[src/rtl/dsp_pkg.sv]
// Package: shared widths and format codes for the packet dispatcher.
// Assumes a word of two equal short slots plus a two-bit format field on top.
package dsp_pkg;
    localparam int OP_W   = 15;
    localparam int PAY_W  = 2 * OP_W;
    localparam int WORD_W = PAY_W + 2;

    typedef enum logic [1:0] {
        FMT_PAR  = 2'b00,
        FMT_LTOR = 2'b01,
        FMT_RTOL = 2'b10,
        FMT_LONG = 2'b11
    } fmt_e;
endpackage

[src/rtl/dsp_decode.sv]
// Module: dsp_decode
// Turns a held packet word and the issue phase into the slot contents for
// this issue. It is pure combinational logic. It assumes phase is 0 on the
// first issue and 1 on the second, and that only sequential formats reach
// phase 1.
module dsp_decode
    import dsp_pkg::*;
#(
    parameter int SW = OP_W
) (
    input  logic [2*SW+1:0] word,
    input  logic            phase,
    output logic [2*SW-1:0] op_a,
    output logic [SW-1:0]   op_b,
    output logic            vb,
    output logic            is_long,
    output logic            last
);
    localparam int PW = 2 * SW;

    logic [1:0]    fmt;
    logic [SW-1:0] left_op;
    logic [SW-1:0] right_op;

    assign fmt      = word[PW+1:PW];
    assign left_op  = word[PW-1:SW];
    assign right_op = word[SW-1:0];

    // Pick the slot contents from the format and the phase.
    always_comb begin
        op_a    = '0;
        op_b    = '0;
        vb      = 1'b0;
        is_long = 1'b0;
        last    = 1'b1;
        unique case (fmt)
            FMT_PAR: begin
                op_a = {{SW{1'b0}}, left_op};
                op_b = right_op;
                vb   = 1'b1;
            end
            FMT_LTOR: begin
                op_a = {{SW{1'b0}}, (phase ? right_op : left_op)};
                last = phase;
            end
            FMT_RTOL: begin
                op_a = {{SW{1'b0}}, (phase ? left_op : right_op)};
                last = phase;
            end
            default: begin
                op_a    = word[PW-1:0];
                is_long = 1'b1;
            end
        endcase
    end
endmodule

[src/rtl/dsp_ctrl.sv]
// Module: dsp_ctrl
// Holds the current packet and tracks which issue it is on. It takes a new
// word when it is idle, or in the same cycle that the last issue of the
// current packet is accepted. It assumes `last` comes from decoding the held
// word.
module dsp_ctrl #(
    parameter int WW = 32
) (
    input  logic          clk,
    input  logic          rst_n,
    input  logic          in_valid,
    input  logic [WW-1:0] in_word,
    input  logic          out_ready,
    input  logic          last,
    output logic          in_ready,
    output logic          busy,
    output logic          phase,
    output logic [WW-1:0] word_q,
    output logic          fire
);
    logic take;

    // An issue is accepted when one is held and downstream is ready.
    assign fire     = busy & out_ready;
    assign in_ready = ~busy | (fire & last);
    assign take     = in_valid & in_ready;

    // Packet holding register and issue phase.
    always_ff @(posedge clk) begin
        if (!rst_n) begin
            busy   <= 1'b0;
            phase  <= 1'b0;
            word_q <= '0;
        end else if (take) begin
            busy   <= 1'b1;
            phase  <= 1'b0;
            word_q <= in_word;
        end else if (fire) begin
            if (last) begin
                busy  <= 1'b0;
                phase <= 1'b0;
            end else begin
                phase <= 1'b1;
            end
        end
    end
endmodule

[src/rtl/pkt_dispatch.sv]
// Module: pkt_dispatch (top)
// Dispatches a two-slot instruction word as one or two issues, in the order
// its format field selects. It assumes the downstream port takes one issue
// per cycle in which out_ready is high while an issue is offered.
module pkt_dispatch
    import dsp_pkg::*;
(
    input  logic              clk,
    input  logic              rst_n,
    input  logic              in_valid,
    output logic              in_ready,
    input  logic [WORD_W-1:0] in_word,
    input  logic              out_ready,
    output logic              out_valid_a,
    output logic [PAY_W-1:0]  out_op_a,
    output logic              out_valid_b,
    output logic [OP_W-1:0]   out_op_b,
    output logic              out_long,
    output logic              out_done
);
    logic              busy;
    logic              phase;
    logic              fire;
    logic              last;
    logic              vb;
    logic [WORD_W-1:0] word_q;

    dsp_ctrl #(.WW(WORD_W)) u_ctrl (
        .clk       (clk),
        .rst_n     (rst_n),
        .in_valid  (in_valid),
        .in_word   (in_word),
        .out_ready (out_ready),
        .last      (last),
        .in_ready  (in_ready),
        .busy      (busy),
        .phase     (phase),
        .word_q    (word_q),
        .fire      (fire)
    );

    dsp_decode #(.SW(OP_W)) u_dec (
        .word    (word_q),
        .phase   (phase),
        .op_a    (out_op_a),
        .op_b    (out_op_b),
        .vb      (vb),
        .is_long (out_long),
        .last    (last)
    );

    // Qualify the slot flags and the done strobe with the held state.
    assign out_valid_a = busy;
    assign out_valid_b = busy & vb;
    assign out_done    = fire & last;
endmodule

[config.mk]
export PLATFORM = sky130hd
export DESIGN_NAME = pkt_dispatch
export DESIGN_NICKNAME = d
export VERILOG_FILES = /design/src/rtl/dsp_pkg.sv /design/src/rtl/dsp_decode.sv /design/src/rtl/dsp_ctrl.sv /design/src/rtl/pkt_dispatch.sv
export SDC_FILE = /design/constraint.sdc
export NUM_CORES = 1
export LEC_CHECK = 0
export BUFFER_PORTS_ARGS = -buffer_cell sky130_fd_sc_hd__buf_2
export CAP_MARGIN = 30
export CORE_ASPECT_RATIO = 2
export CORE_UTILIZATION = 28
export CTS_BUF_LIST = sky130_fd_sc_hd__clkbuf_2 sky130_fd_sc_hd__clkbuf_4 sky130_fd_sc_hd__clkbuf_8
export DETAILED_ROUTE_END_ITERATION = 6
export PLACE_DENSITY_LB_ADDON = 0.2
export SYNTH_ARGS = -nofsm -noshare
export SYNTH_HDL_FRONTEND = slang
export SYNTH_SLANG_ARGS = --single-unit
[constraint.sdc]
create_clock -name clk -period 2.1 [get_ports clk]
set_clock_uncertainty 0.2 [all_clocks]
set_input_delay 0.63 -clock clk [delete_from_list [all_inputs] [get_ports clk]]
set_output_delay 0.63 -clock clk [all_outputs]
set_load 0.05 [all_outputs]
== Word-level counts from Yosys, hierarchy flattened ==
Cells that the tools add are included.
Widths: inputs -> output; s select.

* Bits in writable memories: 0
* Output and inout bits: 50
* Memories kept: 0
* Register bits: 34
* Latch bits: 0
* ROM bits: 0

* Order comparisons: 0
* Shift-type cells: 0
* Reductions and logical operators: 7
* Bitwise logic cells: 7
* Equality and inequality tests: 2
* Div/mod/pow operators: 0
* Add/subtract/negate cells: 0
* Multiplexer cells: 11
* $mul: 0

{| class="wikitable"
|+ Operators by type and width
! operator !! count
|-
| $pmux 30 s3 || 1
|-
| $mux 15 || 3
|-
| $mux 1 || 7
|-
| $and 1x1->1 || 4
|-
| $reduce_bool 2->1 || 2
|-
| $reduce_or 2->1 || 2
|-
| $reduce_or 3->1 || 1
|-
| $eq 2x1->1 const B || 1
|-
| $eq 2x2->1 const B || 1
|-
| $logic_not 2->1 || 1
|-
| $not 1->1 || 2
|-
| $reduce_and 2->1 || 1
|-
| $or 1x1->1 || 1
|}

== Depth between registers and ports, before layout ==
* Depth in word-level cells: 8
* Gate-level depth with buffers: 7

== Cells and area by module ==
A second synthesis with hierarchy kept.

* Cell total of the unflattened synthesis: 220
* Area total of the unflattened synthesis: 1879.3 um2

{| class="wikitable"
|+ By module, submodules not included
! module !! area an instance (um2) !! times used !! cells each
|-
| dsp_ctrl || 1370.1 || 1 || 149
|-
| dsp_decode || 496.7 || 1 || 69
|-
| pkt_dispatch || 12.5 || 1 || 2
|}

== Worst setup path after synthesis ==
No wires, ideal clock.

* Path type: reg-to-output
* Start point: register u_ctrl.word_q[30]
* End point: output port out_op_a[11]
* Path buffers: 1
* Arrival: 1.818 ns
* Setup slack: -0.548 ns
* Cell stages (with the launch flop): 5
* Cell sequence: dfxtp_1 > ha_1 > a211o_1 > buf_6 > a22o_1

* Longest elaborated chain between the ends: 2
* Elaborated cells on any way between the ends: 4

{| class="wikitable"
|+ Ends and longest elaborated chain
! item !! RTL line !! text
|-
| start: declaration || dsp_ctrl.sv:18 || <nowiki>output logic [WW-1:0] word_q,</nowiki>
|-
| start signal: assignment || dsp_ctrl.sv:37 || <nowiki>word_q <= in_word;</nowiki>
|-
| $eq 2x2->1, or another cell as far along || dsp_decode.sv:36 || <nowiki>unique case (fmt)</nowiki>
|-
| $pmux 30 s3 * || dsp_decode.sv:36 ||
|-
| end: declaration || pkt_dispatch.sv:15 || <nowiki>output logic [PAY_W-1:0] out_op_a,</nowiki>
|}

Every way passes the cells marked *; elsewhere a longest branch is shown, timed or not.

== Final worst setup path ==
* Start point: register u_ctrl.word_q[30]
* End point: output port out_op_a[4]

The elaborated chain is that of the path after synthesis.

==> reports/results.ini <==
[outcome]
status=finished, violations left
violations=setup timing

[min_path]
hold_path.class=reg2reg
hold_depth=2

[yosys]
synth_top_area_share_pct=36.71
muxShareOfSynthArea_pct=17.81
yosysMostFrequentCell=nand2_1
synth-edff-count=0
synth_seq_cells=34
synth-xor-area-share_pct=0
synth_ff_type=dfxtp_1
synth-compound-area-share_pct=9.852
yosysSeqAreaShare_pct=36.71
synth.cell_area_um2=1854
syn_avg_cell_area_um2=8.625
async_flop_share_pct=0
yosys.area_share.simple_pct=26.59
synth_top_family_by_area=simple AND/OR/NAND/NOR gates
yosys-top-cells-area=dfxtp_1, mux2i_1, nand2_1
yosysTopAreaCell=dfxtp_1
synth.net_count=255
netlist-cell-type-count=21
yosys_warnings=0
netlist_instances=215
synthAdderAreaFrac_pct=2.699
ys_top_cells_by_count=nand2_1, dfxtp_1, mux2i_1

[sta]
min_period_ps=2688
final.setup.tns_ps=-14900
slew_viol_final=0
rsz0062_at_grt=true
finalHoldViolations=0
slew_headroom_pct=80.89
layout_setup_ws_ps=-588.2
max_freq_ghz=0.3720
setup_violations=48
period_share_pct=128.0
worst_pin_slew_ps=278.7

[run]
cap_violations=0

[worst_setup_path]
cp-end-kind=output pin
rr_worst_depth=8
worstPathArrival_ps=1860
critPathMaxFanout=7
crit_required_ps=1270
criticalPathCategory=reg2out
worstSetupStartpointType=register

[global_routing]
gr-total-overflow=0
grt_max_degree=35
grtUsageTotal_pct=17.50
antenna_found_initial=1
grt_pass1_vias=1776
grt_pass1_wl_um=8894

[drt]
antenna_left=0
drc=0
routed_wl_um=5722
vias=1803
wl_per_cell_um=14.41
drt_pre_antenna_iters=4
vias_per_cell=4.542
drtIter0Drc=50

[power]
p_sw_share_pct=34.44
switchingPower_mw=0.6903
cellPowerDensity_nw_per_um2=634.9
seqPwrFrac_pct=37.2
p_total_mw=2.004
internal_power_mw=1.314
p_clk_share_pct=23.7
p_leak_nw=1.523
ir_drop_mv=0.3869
share_comb_of_total_power_pct=39.1

[cts]
root_buffer=clkbuf_8
tritoncts=yes
cts_hold_buf=0
clock-sinks=34
htreeDepth=2
clk_latency_ps=280
numCtsBuffers=5
clkTransAtPathRegs_ps=70
cts_buffer_depth=2

[final_layout]
utilization_pct=49.63
fillerInstances=664
nNetsFinal=351
layout-drive-gt1-share_pct=53.55
syn2layout_area_growth_pct=70.24

[placement]
dpl.hpwl_um=4045
dp_slack_ps=-475.0
io_buffers=85
gp_congestion=0.8056

[floorplan]
die_area_um2=6972
start_util_pct=29.15
io_pins=86
die_h_um=117.1
chipWidth_um=59.55
core_area_um2=6361
num_rows=41

logic make-up after synthesis:
kind of cell,count (synthesis)
AO/OA/AOI/OAI,21
adder cells (fa/ha/maj),4
buffers and inverters,19
flip-flops,34
multiplexers,33
AND/OR/NAND/NOR,104
per-layer routing:
metal	routed length [um]	global-route usage [%]
met1	2065	17.62
met2	3328	33.63
met3	207	2.857
met4	121	7.907
met5	0	0
final cells by class:
cell class              count  area (um2)  share of cell area [%]
multi-input cells         162        1289                   40.82
repair buffers            104       969.7                   30.72
flip-flops and latches     34       688.2                   21.80
well taps                  86       107.6                   3.409
clock buffers               6       82.58                   2.616
inverters                   4       17.52                  0.5549
diodes                      1       2.502                 0.07927
critical path: stages (launching register included):
cell and delay, ps:
dfxtp_4 380, inv_4 50, ha_4 150, nor2b_4 120, a211o_4 320, buf_12 160
a22o_4 250, buf_8 150
metrics by stage:
stage	instances	hold WS [ps]	area [um2]
after floorplan	215	242.7	1967
after global placement	383	253.5	2551
after detailed placement	383	260.7	2551
after CTS	397	277.9	3176
after global routing	397	303.2	3157
final	397	277.4	3157
power by group through the flow:
stage | Clock [mW] | Combinational, mW | Sequential (mW)
2_1_floorplan | 0 | 0.443 | 0.746
3_3_place_gp | 0 | 0.590 | 0.755
3_5_place_dp | 0 | 0.595 | 0.756
4_1_cts | 0.492 | 0.801 | 0.746
5_1_grt | 0.519 | 0.826 | 0.753
6_report | 0.475 | 0.783 | 0.746
layout by cell type (no fill, tap or decap), types with 5 or more instances in the layout:
master / instances
nand2_1: 64
buf_2: 36
mux2i_1: 33
dfxtp_1: 32
buf_6: 25
buf_4: 24
and2_4: 16
a22o_4: 13
buf_8: 12
and2_2: 10
clkbuf_8: 6
buf_12: 6
and2_1: 5
path summary, 6_finish.rpt:
kind | startpoint | endpoint | slack [ps]
max | u_ctrl.word_q[30] | out_op_a[4] | -590
min | u_ctrl.word_q[10] | u_ctrl.word_q[10] | 280
max reg2reg | u_ctrl.word_q[30] | u_ctrl.word_q[9] | 210
min reg2reg | u_ctrl.word_q[10] | u_ctrl.word_q[10] | 280
flip-flops by register name (all words and copies together), names as in the netlist:
register       flops
u_ctrl.busy        1
u_ctrl.word_q     32
u_ctrl.phase       1
timing repair:
item / 4_1_cts / 5_1_grt
pin swaps: 9 / 1
setup buffers: 6 / 3
gates cloned: 2 / 0
gates resized for setup: 132 / 7
setup endpoints to repair: 49 / 49
Power figures use the tool's default switching activity.
